`config.mk`:
```
export PLATFORM = sky130hd
export DESIGN_NAME = rd_eye_center
export DESIGN_NICKNAME = d
export VERILOG_FILES = /design/src/rtl/rdc_pkg.sv /design/src/rtl/rdc_lane.sv /design/src/rtl/rdc_seq.sv /design/src/rtl/rd_eye_center.sv
export SDC_FILE = /design/constraint.sdc
export NUM_CORES = 1
export LEC_CHECK = 0
export BUFFER_PORTS_ARGS = -buffer_cell sky130_fd_sc_hd__buf_4
export CORE_MARGIN = 2
export CORE_UTILIZATION = 50
export CTS_BUF_LIST = sky130_fd_sc_hd__clkbuf_16
export CTS_CLUSTER_DIAMETER = 30
export DETAILED_ROUTE_END_ITERATION = 10
export PLACE_DENSITY = 0.71
export SETUP_SLACK_MARGIN = 0.2
export SLEW_MARGIN = 20
export SYNTH_ARGS = -nofsm -noshare
export SYNTH_HDL_FRONTEND = slang
export SYNTH_SLANG_ARGS = --single-unit
```
`constraint.sdc`:
```
create_clock -name clk -period 2.3 [get_ports clk]
set_input_delay 0.23 -clock clk [delete_from_list [all_inputs] [get_ports clk]]
set_output_delay 0.23 -clock clk [all_outputs]
set_load 0.005 [all_outputs]
```
`src/rtl/rdc_pkg.sv`:
```
package rdc_pkg;

  typedef enum logic [2:0] {
    ST_IDLE,
    ST_MPR_ON,
    ST_RD_ISSUE,
    ST_RD_WAIT,
    ST_TAP_EVAL,
    ST_CENTER,
    ST_MPR_OFF,
    ST_FIN
  } rdc_state_e;

  localparam logic [1:0] OP_NONE = 2'b00;
  localparam logic [1:0] OP_MODE = 2'b01;
  localparam logic [1:0] OP_READ = 2'b10;

  // mode register holding the pattern-access enable (bit 2)
  localparam logic [2:0] MPR_MR_IDX = 3'd3;

endpackage

```
`src/rtl/rdc_lane.sv`:
```
module rdc_lane #(
  parameter int          W       = 8,
  parameter int          TAPS    = 16,
  parameter int          TAP_W   = 4,
  parameter int          DLY_RST = 8,
  parameter logic [W-1:0] PAT    = 8'hA5
) (
  input  logic             clk,
  input  logic             rst_n,
  input  logic             clear,
  input  logic             load_en,
  input  logic [TAP_W-1:0] load_tap,
  input  logic             rd_fire,
  input  logic [W-1:0]     rd_data,
  input  logic             tap_close,
  input  logic [TAP_W-1:0] cur_tap,
  input  logic             commit,
  output logic [TAP_W-1:0] dly,
  output logic             fail
);

  localparam int LEN_W = TAP_W + 1;

  logic             tap_ok_q, tap_ok_d;
  logic             in_run_q, in_run_d;
  logic [TAP_W-1:0] cur_start_q, cur_start_d;
  logic [LEN_W-1:0] cur_len_q, cur_len_d;
  logic [TAP_W-1:0] best_first_q, best_first_d;
  logic [TAP_W-1:0] best_last_q, best_last_d;
  logic [LEN_W-1:0] best_len_q, best_len_d;
  logic [TAP_W-1:0] dly_d;
  logic             fail_d;
  logic [LEN_W-1:0] run_len;
  logic [TAP_W-1:0] run_start;
  logic [LEN_W-1:0] mid_sum;

  assign mid_sum = ({1'b0, best_first_q} + {1'b0, best_last_q}) >> 1;

  always_comb begin
    tap_ok_d     = tap_ok_q;
    in_run_d     = in_run_q;
    cur_start_d  = cur_start_q;
    cur_len_d    = cur_len_q;
    best_first_d = best_first_q;
    best_last_d  = best_last_q;
    best_len_d   = best_len_q;
    dly_d        = dly;
    fail_d       = fail;
    run_len      = cur_len_q;
    run_start    = cur_start_q;

    // pass accumulation over the reads of one tap
    if (load_en) begin
      tap_ok_d = 1'b1;
    end else if (rd_fire) begin
      tap_ok_d = tap_ok_q & (rd_data == PAT);
    end

    // window tracking
    if (clear) begin
      in_run_d     = 1'b0;
      cur_start_d  = '0;
      cur_len_d    = '0;
      best_first_d = '0;
      best_last_d  = '0;
      best_len_d   = '0;
    end else if (tap_close) begin
      if (tap_ok_q) begin
        if (in_run_q) begin
          run_len   = cur_len_q + LEN_W'(1);
          run_start = cur_start_q;
        end else begin
          run_len   = LEN_W'(1);
          run_start = cur_tap;
        end
        in_run_d    = 1'b1;
        cur_len_d   = run_len;
        cur_start_d = run_start;
        if (run_len > best_len_q) begin
          best_first_d = run_start;
          best_last_d  = cur_tap;
          best_len_d   = run_len;
        end
      end else begin
        in_run_d = 1'b0;
      end
    end

    // delay output and failure flag
    if (load_en) begin
      dly_d = load_tap;
    end else if (commit) begin
      dly_d = (best_len_q == '0) ? TAP_W'(DLY_RST) : mid_sum[TAP_W-1:0];
    end

    if (clear) begin
      fail_d = 1'b0;
    end else if (commit) begin
      fail_d = (best_len_q == '0);
    end
  end

  always_ff @(posedge clk or negedge rst_n) begin
    if (!rst_n) begin
      tap_ok_q     <= 1'b0;
      in_run_q     <= 1'b0;
      cur_start_q  <= '0;
      cur_len_q    <= '0;
      best_first_q <= '0;
      best_last_q  <= '0;
      best_len_q   <= '0;
      dly          <= TAP_W'(DLY_RST);
      fail         <= 1'b0;
    end else begin
      tap_ok_q     <= tap_ok_d;
      in_run_q     <= in_run_d;
      cur_start_q  <= cur_start_d;
      cur_len_q    <= cur_len_d;
      best_first_q <= best_first_d;
      best_last_q  <= best_last_d;
      best_len_q   <= best_len_d;
      dly          <= dly_d;
      fail         <= fail_d;
    end
  end

  // a failed lane sits at the reset tap
  a_r6_fail_at_reset_tap: assert property (@(posedge clk) disable iff (!rst_n)
    fail |-> (dly == TAP_W'(DLY_RST)));

  // the committed tap lies inside the recorded window
  a_r5_center_in_window: assert property (@(posedge clk) disable iff (!rst_n)
    (commit && (best_len_q != '0)) |=>
      ((dly >= $past(best_first_q)) && (dly <= $past(best_last_q))));

  // one mismatching read fails the tap
  a_r4_mismatch_sticks: assert property (@(posedge clk) disable iff (!rst_n)
    (rd_fire && (rd_data != PAT) && !load_en) |=> !tap_ok_q);

endmodule

```
`src/rtl/rdc_seq.sv`:
```
module rdc_seq
  import rdc_pkg::*;
#(
  parameter int TAPS  = 16,
  parameter int TAP_W = 4,
  parameter int READS = 2,
  parameter int RD_W  = 1
) (
  input  logic             clk,
  input  logic             rst_n,
  input  logic             start,
  input  logic             rd_valid,
  output logic             cmd_req,
  output logic [1:0]       cmd_op,
  output logic             cmd_mpr,
  output logic             clear,
  output logic             load_en,
  output logic [TAP_W-1:0] load_tap,
  output logic             rd_fire,
  output logic             tap_close,
  output logic [TAP_W-1:0] cur_tap,
  output logic             commit,
  output logic             busy,
  output logic             done
);

  localparam logic [TAP_W-1:0] TAP_LAST = TAP_W'(TAPS - 1);
  localparam logic [RD_W-1:0]  RD_LAST  = RD_W'(READS - 1);

  rdc_state_e       state_q, state_d;
  logic [TAP_W-1:0] tap_q, tap_d;
  logic [RD_W-1:0]  rcnt_q, rcnt_d;

  always_comb begin
    state_d   = state_q;
    tap_d     = tap_q;
    rcnt_d    = rcnt_q;
    cmd_req   = 1'b0;
    cmd_op    = OP_NONE;
    cmd_mpr   = 1'b0;
    clear     = 1'b0;
    load_en   = 1'b0;
    load_tap  = tap_q;
    rd_fire   = 1'b0;
    tap_close = 1'b0;
    commit    = 1'b0;
    unique case (state_q)
      ST_IDLE, ST_FIN: begin
        if (start) begin
          clear    = 1'b1;
          load_en  = 1'b1;
          load_tap = '0;
          tap_d    = '0;
          rcnt_d   = '0;
          state_d  = ST_MPR_ON;
        end
      end
      ST_MPR_ON: begin
        cmd_req = 1'b1;
        cmd_op  = OP_MODE;
        cmd_mpr = 1'b1;
        state_d = ST_RD_ISSUE;
      end
      ST_RD_ISSUE: begin
        cmd_req = 1'b1;
        cmd_op  = OP_READ;
        state_d = ST_RD_WAIT;
      end
      ST_RD_WAIT: begin
        if (rd_valid) begin
          rd_fire = 1'b1;
          if (rcnt_q == RD_LAST) begin
            rcnt_d  = '0;
            state_d = ST_TAP_EVAL;
          end else begin
            rcnt_d  = rcnt_q + RD_W'(1);
            state_d = ST_RD_ISSUE;
          end
        end
      end
      ST_TAP_EVAL: begin
        tap_close = 1'b1;
        if (tap_q == TAP_LAST) begin
          state_d = ST_CENTER;
        end else begin
          tap_d    = tap_q + TAP_W'(1);
          load_en  = 1'b1;
          load_tap = tap_q + TAP_W'(1);
          state_d  = ST_RD_ISSUE;
        end
      end
      ST_CENTER: begin
        commit  = 1'b1;
        state_d = ST_MPR_OFF;
      end
      ST_MPR_OFF: begin
        cmd_req = 1'b1;
        cmd_op  = OP_MODE;
        cmd_mpr = 1'b0;
        state_d = ST_FIN;
      end
      default: state_d = ST_IDLE;
    endcase
  end

  always_ff @(posedge clk or negedge rst_n) begin
    if (!rst_n) begin
      state_q <= ST_IDLE;
      tap_q   <= '0;
      rcnt_q  <= '0;
    end else begin
      state_q <= state_d;
      tap_q   <= tap_d;
      rcnt_q  <= rcnt_d;
    end
  end

  assign cur_tap = tap_q;
  assign busy    = (state_q != ST_IDLE) && (state_q != ST_FIN);
  assign done    = (state_q == ST_FIN);

  // a sweep opens with the pattern-access enable write
  a_r2_first_cmd_mpr_on: assert property (@(posedge clk) disable iff (!rst_n)
    $rose(busy) |-> (cmd_req && (cmd_op == OP_MODE) && cmd_mpr));

  // one read outstanding at a time
  a_r3_single_read: assert property (@(posedge clk) disable iff (!rst_n)
    (cmd_req && (cmd_op == OP_READ)) |=> !cmd_req);

  // the sweep tap steps by one or restarts at zero
  a_r3_tap_step: assert property (@(posedge clk) disable iff (!rst_n)
    !$stable(tap_q) |-> ((tap_q == $past(tap_q) + TAP_W'(1)) || (tap_q == '0)));

  // done follows the pattern-access disable write
  a_r7_done_after_off: assert property (@(posedge clk) disable iff (!rst_n)
    $rose(done) |-> $past(cmd_req && (cmd_op == OP_MODE) && !cmd_mpr));

  // done holds without a start pulse
  a_r8_done_hold: assert property (@(posedge clk) disable iff (!rst_n)
    (done && !start) |=> done);

  // start during a sweep keeps the sweep running
  a_r9_start_ignored: assert property (@(posedge clk) disable iff (!rst_n)
    (busy && start && (state_q != ST_MPR_OFF)) |=> busy);

endmodule

```
`src/rtl/rd_eye_center.sv`:
```
module rd_eye_center
  import rdc_pkg::*;
#(
  parameter int           LANES   = 2,
  parameter int           W       = 8,
  parameter int           TAPS    = 16,
  parameter int           READS   = 2,
  parameter int           DLY_RST = 8,
  parameter logic [W-1:0] PAT     = 8'hA5,
  localparam int          TAP_W   = (TAPS > 1) ? $clog2(TAPS) : 1,
  localparam int          RD_W    = (READS > 1) ? $clog2(READS) : 1
) (
  input  logic                   clk,
  input  logic                   rst_n,
  input  logic                   start,
  output logic                   cmd_req,
  output logic [1:0]             cmd_op,
  output logic [2:0]             cmd_mr_idx,
  output logic                   cmd_mpr,
  input  logic                   rd_valid,
  input  logic [LANES*W-1:0]     rd_data,
  output logic [LANES*TAP_W-1:0] dly_tap,
  output logic [LANES-1:0]       lane_fail,
  output logic                   busy,
  output logic                   done
);

  logic [1:0]       rst_sync;
  logic             rst_ni;
  logic             clear, load_en, rd_fire, tap_close, commit;
  logic [TAP_W-1:0] load_tap, cur_tap;

  // asynchronous assertion, synchronous release
  always_ff @(posedge clk or negedge rst_n) begin
    if (!rst_n) begin
      rst_sync <= 2'b00;
    end else begin
      rst_sync <= {rst_sync[0], 1'b1};
    end
  end
  assign rst_ni = rst_sync[1];

  rdc_seq #(
    .TAPS  (TAPS),
    .TAP_W (TAP_W),
    .READS (READS),
    .RD_W  (RD_W)
  ) u_seq (
    .clk       (clk),
    .rst_n     (rst_ni),
    .start     (start),
    .rd_valid  (rd_valid),
    .cmd_req   (cmd_req),
    .cmd_op    (cmd_op),
    .cmd_mpr   (cmd_mpr),
    .clear     (clear),
    .load_en   (load_en),
    .load_tap  (load_tap),
    .rd_fire   (rd_fire),
    .tap_close (tap_close),
    .cur_tap   (cur_tap),
    .commit    (commit),
    .busy      (busy),
    .done      (done)
  );

  assign cmd_mr_idx = (cmd_op == OP_MODE) ? MPR_MR_IDX : 3'd0;

  for (genvar l = 0; l < LANES; l++) begin : g_lane
    rdc_lane #(
      .W       (W),
      .TAPS    (TAPS),
      .TAP_W   (TAP_W),
      .DLY_RST (DLY_RST),
      .PAT     (PAT)
    ) u_lane (
      .clk       (clk),
      .rst_n     (rst_ni),
      .clear     (clear),
      .load_en   (load_en),
      .load_tap  (load_tap),
      .rd_fire   (rd_fire),
      .rd_data   (rd_data[l*W +: W]),
      .tap_close (tap_close),
      .cur_tap   (cur_tap),
      .commit    (commit),
      .dly       (dly_tap[l*TAP_W +: TAP_W]),
      .fail      (lane_fail[l])
    );

    // every lane captures at the sweep tap while a read goes out
    a_r3_lane_at_sweep_tap: assert property (@(posedge clk) disable iff (!rst_ni)
      (cmd_req && (cmd_op == OP_READ)) |-> (dly_tap[l*TAP_W +: TAP_W] == cur_tap));
  end

  // no command outside a sweep
  a_r1_idle_quiet: assert property (@(posedge clk) disable iff (!rst_ni)
    !busy |-> !cmd_req);

endmodule

```
* Word-level counts from Yosys, hierarchy flattened *
Cells that the tools add are included.

cells by class
  reductions and logical operators = 23
  mux-type cells = 90
  equality and inequality tests = 14
  add/subtract/negate cells = 6
  magnitude comparators = 2
  bitwise gates (word level) = 2

operators with widths
  kind                 number
  $mux 4               32
  $mux 5               22
  $mux 1               26
  $pmux 3 s7           1
  $reduce_bool 2->1    9
  $eq 8x8->1 const B   2
  $eq 3x3->1 const B   4
  $mux 3               4
  $add 4x4->5          2
  $add 5x1->5 const B  2
  $gt 5x5->1           2
  $logic_not 5->1      2
  $reduce_and 3->1     3
  $pmux 4 s2           1
  $eq 3x2->1 const B   2
  $reduce_and 2->1     3
  $add 4x1->4 const B  1
  $eq 4x4->1 const B   1
  $ne 2x2->1 const B   2
  $pmux 1 s2           2
  $pmux 2 s2           1
  $reduce_or 2->1      2
  $eq 3x1->1 const B   1
  $logic_not 3->1      1
  other kinds (8)      9

word-level totals
  logic and storage cells = 159
  output and inout bits = 19
  input port bits = 20
  bits in registers = 68

* Logic depth before layout (Yosys ltp) *
Gate-level depths: netlist of run 1.

  depth after elaboration = 10
  mapped depth = 9
  mapped depth without buffers = 8

* By module *
Synthesis of run 1 repeated with hierarchy kept, for this count alone.

second synthesis, totals
  cell total of the unflattened synthesis = 411
  area, all modules = 3917.5 um^2

modules (own cells, without submodules)
  module         cells each  seq. area each (um^2)  times used  area an instance (um^2)
  rdc_lane       166         726.9                  2           1620.3
  rdc_seq        72          200.2                  1           590.6
  rd_eye_center  7           50.0                   1           86.3

* Worst setup path after synthesis of run 1 *
Ideal clock, no wire load.

  path kind = register -> register
  start point = register g_lane[0].u_lane.cur_len_q[0]
  end point = register g_lane[0].u_lane.best_len_q[4]
  data arrival time = 2.181 ns
  library setup time = 0.125 ns
  path slack = -0.006 ns
  required time = 2.175 ns
  buffers on the path = 1
  period minus slack after synthesis = 2.306 ns
  stages on the path, launching flop included = 9
  path through = dfrtp_1 ha_1 and2_1 ha_1 nor2b_1 o211ai_1 a211o_1 buf_2 mux2_2

between the ends
  cells in the longest elaborated chain, start to end = 9
  elaborated cells on any way between the ends = 12
  those cells by class = 1 x add/sub; 1 x order compare; 8 x mux; 2 x reduce/logical

RTL lines
  item                                                                line             text
  start, declared                                                     rdc_lane.sv:27   logic [LEN_W-1:0] cur_len_q, cur_len_d;
  start signal, assigned                                              rdc_lane.sv:118  cur_len_q <= cur_len_d;
  $add 5x1->5 *                                                       rdc_lane.sv:70   run_len = cur_len_q + LEN_W'(1);
  $mux 5 *                                                            rdc_lane.sv:69   if (in_run_q) begin
  $mux 5 *                                                            rdc_lane.sv:68   if (tap_ok_q) begin
  $mux 5 *                                                            rdc_lane.sv:67   end else if (tap_close) begin
  $mux 5 *                                                            rdc_lane.sv:60   if (clear) begin
  parallel branches: the longest is 4 deep, another holds $gt 5x5->1  --
  end signal, assigned                                                rdc_lane.sv:121  best_len_q <= best_len_d;
  end, declared                                                       rdc_lane.sv:30   logic [LEN_W-1:0] best_len_q, best_len_d;

Mark *: on every way between the ends. The select of a mux whose other input is x is not followed.
A chain may end at the register's enable or synchronous reset.

* Final worst setup path of run 1 *
  start point = register g_lane[0].u_lane.cur_len_q[1]
  end point = register g_lane[0].u_lane.best_last_q[3]

between the ends
  cells in the longest elaborated chain, start to end = 8

RTL lines
  item                         line             text
  $add 5x1->5                  rdc_lane.sv:70
  $mux 5                       rdc_lane.sv:69
  $mux 5                       rdc_lane.sv:68
  $mux 5                       rdc_lane.sv:67
  $mux 5                       rdc_lane.sv:60
  $gt 5x5->1                   rdc_lane.sv:79   if (run_len > best_len_q) begin
  $reduce_bool 2->1 (no line)  --
  $reduce_and 3->1 (no line)   --
  end signal, assigned         rdc_lane.sv:120  best_last_q <= best_last_d;
  end, declared                rdc_lane.sv:29   logic [TAP_W-1:0] best_last_q, best_last_d;

Every way passes these cells. The select of a mux whose other input is x is not followed.

==> results of run 1 <==
[flip-flops by register name (all words and copies together), names as in the netlist]
name	cells
g_lane.u_lane.cur_len_q	10
u_seq.state_q	3
g_lane.u_lane.best_len_q	10
g_lane.u_lane.tap_ok_q	2
g_lane.u_lane.best_last_q	8
g_lane.u_lane.best_first_q	8
g_lane.u_lane.fail	2
g_lane.u_lane.dly	8
rst_sync	2
g_lane.u_lane.cur_start_q	8
g_lane.u_lane.in_run_q	2
u_seq.cur_tap	4
u_seq.rcnt_q	1
[worst reg2reg max path, cell delays in order, from the launching register on]
cell and delay [ns]:
dfrtp_1 0.40, ha_2 0.28, and2_4 0.17, ha_4 0.26, nor2b_4 0.12, o211ai_1 0.08
a211o_2 0.45, buf_12 0.18, mux2i_2 0.19
[cell families (layout without fill, tap and decap cells)]
| logic type | count (synthesis) | count (layout) | synth area share [%] |
|---|---|---|---|
| and+or+nand+nor | 138 | 138 | 17.9 |
| adders and majority gates | 21 | 21 | 7.16 |
| AOI/OAI and AO/OA | 77 | 77 | 13.1 |
| DFF | 68 | 68 | 43.9 |
| muxes | 39 | 39 | 10.2 |
| xor gates and xnor gates | 8 | 8 | 1.81 |
| buffers and inverters | 46 | 99 | 5.74 |
| other | 2 | 2 | 0.194 |
[layout by cell type, fill, tap and decap left out, types with 3 or more instances in the layout]
cell type  count
nor4bb_1       4
inv_1         18
bufinv_16      3
nor3_1         6
a211oi_1       4
and2_4         3
nand3_1        5
o21ai_0       15
a21o_1         6
xnor2_1        5
a221o_1        5
a21oi_1       32
mux2i_2        5
clkbuf_16     10
dfrtp_1       64
xor2_1         3
nand2_1       62
mux2_4         3
nand3_2        3
and2_1         5
buf_4         60
nand2b_1       6
nor2_1        26
mux2i_1       29
ha_1          15
a31o_2         3
[per-stage QoR]
stage	cells	setup slack [ns]	total power, mW
global route	554	0.0202	5.18
floorplan	399	0.113	2.75
detailed placement	529	0.0427	3.24
finish	554	0.0822	4.87
global placement	529	0.136	3.19
CTS	553	0.102	4.86
[Yosys cell counts (all sizes together) (6+ instances only)]
cell / n
a21o: 6
a21oi: 32
and2: 8
buf: 21
clkbuf: 8
dfrtp: 66
ha: 19
inv: 17
mux2i: 34
nand2: 62
nand2b: 6
nand3: 8
nor2: 26
nor3: 6
o21ai: 16
[layer usage]
| layer | wire [um] | vias up | global-route usage (%) |
|---|---|---|---|
| li1 | - | 1478 | - |
| met1 | 4090 | 1486 | 30.1 |
| met2 | 4280 | 58 | 35.8 |
| met3 | 244 | 14 | 3.94 |
| met4 | 168 | 0 | 8.46 |
| met5 | 0 | - | 0 |
[power by group through the flow]
stage	combinational [mW]	sequential [mW]	clock (mW)
after floorplan	1.06	1.69	0
after CTS	1.47	1.79	1.60
after detailed placement	1.42	1.81	0
final	1.48	1.80	1.58
after global placement	1.39	1.80	0
after global routing	1.67	1.85	1.66
[timing repair]
action | CTS | global route
gates cloned | 0 | 1
endpoints found under the hold margin | 2 | 0
endpoints found under the setup margin | 26 | 32
setup buffers | 7 | 0
pin swaps | 4 | 6
resized for setup | 10 | 15
hold buffers | 1 | 0
[final timing paths]
check / endpoint / slack [ns]
setup / recovery: g_lane[0].u_lane.best_last_q[3]$_DFFE_PN0P_ / 0.08
hold / removal: rst_sync[1]$_DFF_PN0_ / 0.20
setup reg to reg: g_lane[0].u_lane.best_last_q[3]$_DFFE_PN0P_ / 0.08
hold reg to reg: g_lane[0].u_lane.cur_len_q[2]$_DFFE_PN0P_ / 0.28
max in group asynchronous: g_lane[0].u_lane.dly[3]$_DFFE_PN1P_ / 1.69
min in group clk: g_lane[0].u_lane.tap_ok_q$_DFFE_PN0P_ / 0.24
[layout make-up]
type / instances / area [um2] / share of cell area, %
clock buffers: 9 / 225 / 4.65
multi-input cells: 285 / 2050 / 42.3
clock inverters: 7 / 118 / 2.43
flip-flops and latches: 68 / 1710 / 35.3
inverters: 17 / 63.8 / 1.32
well taps: 102 / 128 / 2.64
repair buffers: 66 / 552 / 11.4
==> flow_metrics.env, run 1 <==
export IMPL_synth_top_area_cell="dfrtp_1"
export IMPL_firstDrtPassIters=4
export IMPL_avgSynthCellArea_um2=9.72
export IMPL_cp_arrival_ns=2.46
export IMPL_die_w_um=92.1
export IMPL_syn_inst=399
export IMPL_startpoint="g_lane[0].u_lane.cur_len_q[1]$_DFFE_PN0P_"
export IMPL_postLayoutCoreUtil_pct=63.6
export IMPL_tightest_slew_ns=0.541
export IMPL_grt_pass1_vias=3042
export IMPL_start_util_pct=51.0
export IMPL_dieArea_um2=8480
export IMPL_cts_buffers=9
export IMPL_clock_latency_ns=0.33
export IMPL_rr_worst_depth=8
export IMPL_cts_tree="done"
export IMPL_setup_viol=0
export IMPL_grt_pass1_wl_mm=14.7
export IMPL_synth_edf_count=0
export IMPL_internal_power_mw=3.30
export IMPL_drv_cap=0
export IMPL_relSlewSlack_pct=63.9
export IMPL_start_kind="register"
export IMPL_synth_area_um2=3880
export IMPL_detail_route_antenna_nets=0
export IMPL_chipHeight_um=92.1
export IMPL_power_density_nw_per_um2=1010
export IMPL_cp_num_buf_inv=1
export IMPL_crit_fanout=6
export IMPL_nNetsFinal=488
export IMPL_clock_sinks=68
export IMPL_ys_types=54
export IMPL_ys_ff_latch=68
export IMPL_crit_chain="ha_2 > and2_4 > ha_4 > nor2b_4 > o211ai_1 > a211o_2 > buf_12 > mux2i_2"
export IMPL_synth_area_leaders="dfrtp_1, mux2i_1, ha_1, nand2_1, a21oi_1"
export IMPL_skew_ns=0.00743
export IMPL_clkTransAtPathRegs_ns=0.06
export IMPL_tns_ns=0
export IMPL_critPathMaxStageDelay_ns=0.45
export IMPL_cts_path_max_buffers=2
export IMPL_vias_per_cell=5.48
export IMPL_antenna_found_initial=0
export IMPL_crit_family="adder cells"
export IMPL_num_vias=3036
export IMPL_diodes=0
export IMPL_rows=32
export IMPL_ys_async_sr_fraction_pct=100
export IMPL_synthFlopType="dfrtp_1"
export IMPL_grt_remaining_overflow=0
export IMPL_grt_max_degree=67
export IMPL_place_gp_congestion=0.820
export IMPL_cp_depth=8
export IMPL_power_leakage_nw=2.41
export IMPL_hold_slack_ns=0.205
export IMPL_track_usage_pct=22.3
export IMPL_seq_power_share_pct=37.0
export IMPL_final_hold_viol_count=0
export IMPL_drc_errors=0
export IMPL_wl_per_cell_um=15.9
export IMPL_fmax_mhz=451
export IMPL_synth_top_cell_area_share_pct=42.6
export IMPL_synth_fp_nets=440
export IMPL_finalCritPeriodShare_pct=96.4
export IMPL_yosys_warnings=0
export IMPL_dp_hpwl_mm=5.85
export IMPL_drive_gt1_share_pct=25.4
export IMPL_slowest_stage="a211o_2"
export IMPL_swShare_pct=32.2
export IMPL_clkPwrFrac_pct=32.5
export IMPL_fin_crit_ns=2.22
export IMPL_hp_class="input port to async pin"
export IMPL_port_buffer_count=37
export IMPL_ir_drop_mv=0.438
export IMPL_outcome="finished, final reports clean"
export IMPL_area_growth_pct=24.7
export IMPL_fillers=617
export IMPL_dr_first_iter_drc_count=169
export IMPL_placed_area_um2=4310
export IMPL_cp_required_ns=2.54
export IMPL_rsz0062_at_grt="yes"
export IMPL_p_switching_mw=1.57
export IMPL_core_area_um2=7610
export IMPL_path_class="register to register"
export IMPL_boundaryPins=39
export IMPL_drv_slew=0
export IMPL_r2r_start="g_lane[0].u_lane.cur_len_q[1]$_DFFE_PN0P_"
export IMPL_power_frac_comb_pct=30.5
export IMPL_cp_end_kind="register"
export IMPL_cts_root_buffer="clkbuf_16"
export IMPL_ys_seq_area_share_pct=43.9
export IMPL_finalInstanceArea_um2=4840
export IMPL_cts_htree_levels=3
export IMPL_routed_wl_mm=8.79
(Power assumes the default switching activity.)
==> run 2: changes to the inputs <==
ABC_AREA = 1   (was not set)
==> run 2 against run 1 <==
Against the previous run:
- wire length rose by 12%
- sequential power fell by 11%
- via count increased by 15%
- clock power shrank 25%
- total power down 15%
- first-iteration DRC count grew 11%
- core utilization increased by 0.42 points
- cell count grew 19%
- critical endpoint is now g_lane[1].u_lane.best_first_q[3]$_DFFE_PN0P_
- largest power group unchanged
==> flow_metrics.env, run 2 <==
export IMPL_grt_use_met3_pct=4.80
export IMPL_vias_per_cell=5.29
export IMPL_synth_fp_nets=541
export IMPL_r2r_start="g_lane[1].u_lane.cur_len_q[1]$_DFFE_PN0P_"
export IMPL_ys_seq_area_share_pct=43.4
export IMPL_track_usage_pct=24.2
export IMPL_port_buffer_count=37
export IMPL_synthFlopType="dfrtp_1"
export IMPL_ys_types=35
export IMPL_clkTransAtPathRegs_ns=0.05
export IMPL_drive_gt1_share_pct=24.6
export IMPL_chipHeight_um=92.6
export IMPL_synth_most_common_cell="nand2_1"
export IMPL_synth_area_leaders="dfrtp_1, nand2_1, ha_1, nand3_1, inv_1"
export IMPL_grt_pass1_wl_mm=16.2
export IMPL_synth_edf_count=0
export IMPL_netlist_top_cells_count="nand2_1, dfrtp_1, inv_1, nor2_1, nand3_1"
export IMPL_synth_top_area_cell="dfrtp_1"
export IMPL_path_class="register to register"
export IMPL_critPathMaxStageDelay_ns=0.39
export IMPL_cts_root_buffer="clkbuf_16"
export IMPL_syn_inst=500
export IMPL_clock_sinks=68
export IMPL_setup_viol=0
export IMPL_met2_usage_pct=41.8
export IMPL_layout_common_cells="nand2_1, dfrtp_1, buf_4, inv_1, nor2_1"
export IMPL_finalInstanceArea_um2=4900
export IMPL_yosys_warnings=0
export IMPL_hp_class="input port to register"
export IMPL_ys_async_sr_fraction_pct=100
export IMPL_clock_latency_ns=0.33
export IMPL_finalCritPeriodShare_pct=97.2
export IMPL_cp_end_kind="register"
export IMPL_fin_crit_ns=2.23
export IMPL_slowest_stage="dfrtp_1"
export IMPL_relSlewSlack_pct=51.5
export IMPL_drv_slew=0
export IMPL_grt_pass1_vias=3522
export IMPL_diodes=0
export IMPL_final_common_cell="nand2_1"
export IMPL_min_delay_start="start"
export IMPL_grtUsageMet1_pct=29.1
export IMPL_cp_arrival_ns=2.50
export IMPL_power_density_nw_per_um2=844
export IMPL_rr_worst_depth=13
export IMPL_drc_errors=0
export IMPL_tightest_slew_ns=0.725
export IMPL_cts_path_max_buffers=2
export IMPL_die_w_um=92.6
export IMPL_crit_chain="ha_4 > nand2_4 > o21ai_2 > nand3_2 > inv_2 > ha_4 > a21oi_1 > o211ai_1 > nand2_4 > buf_6 > buf_8 > nand3_2 > nand2_1"
export IMPL_min_path_cells=2
export IMPL_area_growth_pct=24.8
export IMPL_startpoint="g_lane[1].u_lane.cur_len_q[1]$_DFFE_PN0P_"
export IMPL_cts_htree_levels=3
export IMPL_cp_num_buf_inv=3
export IMPL_grt_max_degree=38
export IMPL_nNetsFinal=596
export IMPL_cp_depth=13
export IMPL_start_util_pct=51.3
export IMPL_final_hold_viol_count=0
export IMPL_dp_hpwl_mm=6.51
export IMPL_crit_family="compound AO/OA/AOI/OAI gates"
export IMPL_final_cells=662
export IMPL_grt_remaining_overflow=0
export IMPL_drv_cap=0
export IMPL_place_gp_congestion=0.892
export IMPL_crit_fanout=7
export IMPL_dr_first_iter_drc_count=187
export IMPL_place_inst=630
export IMPL_avgSynthCellArea_um2=7.85
export IMPL_num_vias=3500
export IMPL_grt_busiest_layer="met2"
export IMPL_ir_drop_mv=0.411
export IMPL_rows=32
export IMPL_routed_wl_mm=9.86
export IMPL_cts_tree="done"
export IMPL_boundaryPins=39
export IMPL_skew_ns=0.00604
export IMPL_wl_per_cell_um=14.9
export IMPL_fmax_mhz=447
export IMPL_antenna_found_initial=0
export IMPL_synth_top_cell_area_share_pct=42.1
export IMPL_synth_area_um2=3930
export IMPL_detail_route_antenna_nets=0
export IMPL_outcome="finished, final reports clean"
export IMPL_core_area_um2=7650
export IMPL_dieArea_um2=8570
export IMPL_largest_registers="g_lane.u_lane.best_len_q: 10 flops, g_lane.u_lane.cur_len_q: 10 flops"
export IMPL_cts_buffers=9
export IMPL_firstDrtPassIters=4
export IMPL_rsz0062_at_grt="yes"
export IMPL_cp_required_ns=2.56
export IMPL_start_kind="register"
export IMPL_placed_area_um2=4280
export IMPL_ys_ff_latch=68
export IMPL_power_leakage_nw=2.68
-- run 2: worst paths after layout --
| check | endpoint | slack [ns] |
|---|---|---|
| max | g_lane[1].u_lane.best_first_q[3]$_DFFE_PN0P_ | 0.07 |
| min | u_seq.state_q[2]$_DFFE_PN0P_ | 0.14 |
| max reg2reg | g_lane[1].u_lane.best_first_q[3]$_DFFE_PN0P_ | 0.07 |
| min reg2reg | g_lane[1].u_lane.cur_len_q[4]$_DFFE_PN0P_ | 0.25 |
| max in group asynchronous | g_lane[0].u_lane.dly[3]$_DFFE_PN1P_ | 1.34 |
| min in group asynchronous | rst_sync[0]$_DFF_PN0_ | 0.23 |
-- run 2: cell families (layout without fill, tap and decap cells) --
logic type | count (synthesis) | count (layout) | synth area share [%]
AO/OA/AOI/OAI | 57 | 57 | 8.13
XOR/XNOR | 2 | 2 | 0.446
adder cells (fa/ha/maj) | 21 | 21 | 7.08
buffers and inverters | 75 | 135 | 8.83
flip-flops | 68 | 68 | 43.4
other | 2 | 2 | 0.191
AND/OR/NAND/NOR | 275 | 275 | 31.9
-- run 2: per-layer routing --
metal	vias to the layer above	wire length (um)
met4	0	262
li1	1721	-
met1	1680	4100
met2	72	5220
met3	27	270
met5	-	0
-- run 2: area by class of cell --
cell class / instances / area (um2)
multi-input combinational: 357 / 2060
clock inverter: 7 / 27.5
tap: 102 / 128
sequential: 68 / 1710
fill: 649 / 2750
inverter: 59 / 229
clock buffer: 9 / 225
timing repair buffer: 60 / 520
-- run 2: what timing repair did --
action	4_1_cts	5_1_grt
hold endpoints to repair	2	0
endpoints found under the setup margin	26	26
pin swaps	11	20
hold buffers	1	0
buffers inserted	9	5
cloned	1	0
gates resized for setup	22	28
-- run 2: metrics by stage --
step | utilization, % | hold slack, ns | total power [mW] | worst slack [ns] | TNS [ns]
floorplan | - | -0.0656 | 2.47 | 0.210 | 0
global placement | 55.9 | 0.0127 | 2.81 | 0.138 | 0
detailed placement | 55.9 | 0.0157 | 2.85 | -0.000766 | -0.000766
CTS | 61.9 | 0.131 | 4.10 | 0.193 | 0
global route | 64.0 | 0.148 | 4.39 | -0.00662 | -0.00662
finish | 64.0 | 0.142 | 4.13 | 0.0652 | 0
-- run 2: power by group --
group / leakage [nW] / internal (mW) / switching [mW]
Sequential: 0.915 / 1.40 / 0.210
Combinational: 1.63 / 0.543 / 0.792
Clock: 0.132 / 0.703 / 0.482
Total: 2.68 / 2.65 / 1.48
==> run 3: changes to the inputs <==
SYNTH_HIERARCHICAL = 1   (was not set)
==> run 3 against run 2 <==
Against the previous run:
- synthesized area is 8.8% higher
- sequential share of layout area shrank 2.7 points
- total power up 37%
- clock skew about the same
- hold slack improved by 0.033 ns
- largest cell class unchanged
- clock power up 32%
==> flow_metrics.env, run 3 <==
export IMPL_clkTransAtPathRegs_ns=0.06
export IMPL_area_growth_pct=24.8
export IMPL_clock_latency_ns=0.33
export IMPL_outcome="finished, final reports clean"
export IMPL_dp_hpwl_mm=7.01
export IMPL_synth_top_cell_area_share_pct=38.7
export IMPL_diodes=0
export IMPL_port_buffer_count=37
export IMPL_synthFlopType="dfrtp_1"
export IMPL_boundaryPins=39
export IMPL_synth_edf_count=0
export IMPL_nNetsFinal=641
export IMPL_rsz0062_at_grt="no"
export IMPL_dr_first_iter_drc_count=197
export IMPL_grt_max_degree=54
export IMPL_drv_cap=0
export IMPL_finalCritPeriodShare_pct=88.8
export IMPL_synth_area_um2=4270
export IMPL_core_area_um2=8260
export IMPL_ys_types=33
export IMPL_hp_class="register to async pin"
export IMPL_drv_slew=0
export IMPL_final_common_cell="nand2_1"
export IMPL_ir_drop_mv=0.492
export IMPL_ys_seq_area_share_pct=39.9
export IMPL_avgSynthCellArea_um2=8.00
export IMPL_drc_errors=0
export IMPL_cp_num_buf_inv=3
export IMPL_ys_async_sr_fraction_pct=100
export IMPL_rows=33
export IMPL_detail_route_antenna_nets=0
export IMPL_yosys_warnings=6
export IMPL_place_gp_congestion=0.923
export IMPL_synth_top_area_cell="dfrtp_1"
export IMPL_vias_per_cell=5.35
export IMPL_tns_ns=0
export IMPL_cts_htree_levels=3
export IMPL_cts_root_buffer="clkbuf_16"
export IMPL_antenna_found_initial=0
export IMPL_slowest_stage="dfrtp_1"
export IMPL_regToRegEndpoint="g_lane[0].u_lane/best_last_q[0]$_DFFE_PN0P_"
export IMPL_final_cells=710
export IMPL_chipHeight_um=96.4
export IMPL_syn_inst=534
export IMPL_drive_gt1_share_pct=28.8
export IMPL_startpoint="g_lane[0].u_lane/cur_len_q[1]$_DFFE_PN0P_"
export IMPL_layout_common_cells="nand2_1, inv_1, buf_4, dfrtp_1, nand3_1"
export IMPL_grt_pass1_wl_mm=16.6
export IMPL_regToRegSetupSlack_ns=0.26
export IMPL_num_vias=3802
export IMPL_netlist_top_cells_count="nand2_1, dfrtp_1, inv_1, nand3_1, nor2_1"
export IMPL_firstDrtPassIters=4
export IMPL_cts_tree="done"
export IMPL_p_total_mw=5.64
export IMPL_start_kind="register"
export IMPL_dieArea_um2=9300
export IMPL_routed_wl_mm=10.6
export IMPL_fin_crit_ns=2.04
export IMPL_setup_viol=0
export IMPL_cp_arrival_ns=2.25
export IMPL_cp_required_ns=2.51
export IMPL_crit_chain="ha_4 > nand3_1 > nand2_1 > nand3_2 > inv_2 > ha_4 > nand2_4 > inv_1 > nand2_2 > nand3_4 > buf_4 > nand4_1 > nand2_1"
export IMPL_grt_pass1_vias=3593
export IMPL_synth_area_leaders="dfrtp_1, nand2_1, nand3_1, inv_1, ha_1"
export IMPL_crit_fanout=7
export IMPL_final_hold_viol_count=0
export IMPL_critPathMaxStageDelay_ns=0.43
export IMPL_postLayoutCoreUtil_pct=64.5
export IMPL_setup_ws_ns=0.257
export IMPL_rr_worst_depth=13
export IMPL_synth_most_common_cell="nand2_1"
export IMPL_power_leakage_nw=2.71
export IMPL_ys_ff_latch=68
export IMPL_cp_end_kind="register"
export IMPL_grt_remaining_overflow=0
export IMPL_wl_per_cell_um=14.9
export IMPL_preCtsSetupSlack_ns=0.125
export IMPL_largest_registers="g_lane.u_lane/best_len_q: 10 flops, g_lane.u_lane/cur_len_q: 10 flops"
export IMPL_crit_family="simple AND/OR/NAND/NOR gates"
export IMPL_place_inst=673
export IMPL_start_util_pct=51.7
export IMPL_cts_path_max_buffers=2
export IMPL_path_class="register to register"
export IMPL_skew_ns=0.00579
export IMPL_die_w_um=96.4
export IMPL_power_density_nw_per_um2=1060
export IMPL_r2r_start="g_lane[0].u_lane/cur_len_q[1]$_DFFE_PN0P_"
export IMPL_clock_sinks=68
export IMPL_cts_buffers=9
export IMPL_synth_fp_nets=575
export IMPL_fmax_mhz=490
export IMPL_track_usage_pct=23.3
==> run 3: logic make-up (layout without fill, tap and decap cells) <==
family	count (synthesis)	after routing	share of synthesized area (%)
simple gates	298	301	35.6
compound gates	59	59	8.20
buf+inv	86	154	9.61
flops	68	68	39.9
other cells	2	2	0.176
fa+ha+maj	21	21	6.50
==> run 3: final cells by class <==
| type | count | area, um2 |
|---|---|---|
| timing repair buffer | 70 | 584 |
| inverter | 68 | 255 |
| multi-input combinational | 383 | 2310 |
| clock inverter | 7 | 115 |
| clock buffer | 9 | 225 |
| fill | 682 | 2930 |
| tap | 105 | 131 |
| sequential | 68 | 1710 |
==> run 3: worst max path at each step <==
stage,to,slack [ns],cells past startpoint
finish,g_lane[0].u_lane/best_last_q[0]$_DFFE_PN0P_,0.26,13
global route,g_lane[0].u_lane/best_last_q[2]$_DFFE_PN0P_,0.13,13
CTS,g_lane[0].u_lane/best_last_q[0]$_DFFE_PN0P_,0.19,13
detailed placement,g_lane[0].u_lane/best_last_q[1]$_DFFE_PN0P_,0.12,11
global placement,g_lane[0].u_lane/best_last_q[2]$_DFFE_PN0P_,0.19,11
floorplan,g_lane[0].u_lane/best_first_q[0]$_DFFE_PN0P_,0.27,0
==> run 3: through the flow <==
step / instance area, um2 / hold WS [ns]
global route: 5330 / 0.207
detailed placement: 4660 / 0.0144
CTS: 5100 / 0.190
global placement: 4660 / 0.0141
floorplan: 4270 / -0.0656
finish: 5330 / 0.175
==> run 3: routing by layer <==
layer	wire, um	global-route usage, %	vias up
met4	290	7.75	0
met3	457	6.21	19
met1	4300	28.3	1813
met2	5560	40.3	89
met5	0	0	-
li1	-	-	1881
==> run 3: what timing repair did <==
| action | in CTS | in global routing |
|---|---|---|
| buffers inserted | 5 | 12 |
| endpoints found under the setup margin | 26 | 39 |
| gates cloned | 1 | 2 |
| pin swaps | 3 | 15 |
| hold endpoints to repair | 2 | 0 |
| resized for setup | 7 | 24 |
| hold buffers | 1 | 0 |
==> run 3: report_power, final <==
group	switching [mW]	internal (mW)
registers	0.297	1.49
clock network	0.518	1.05
logic	1.35	0.936
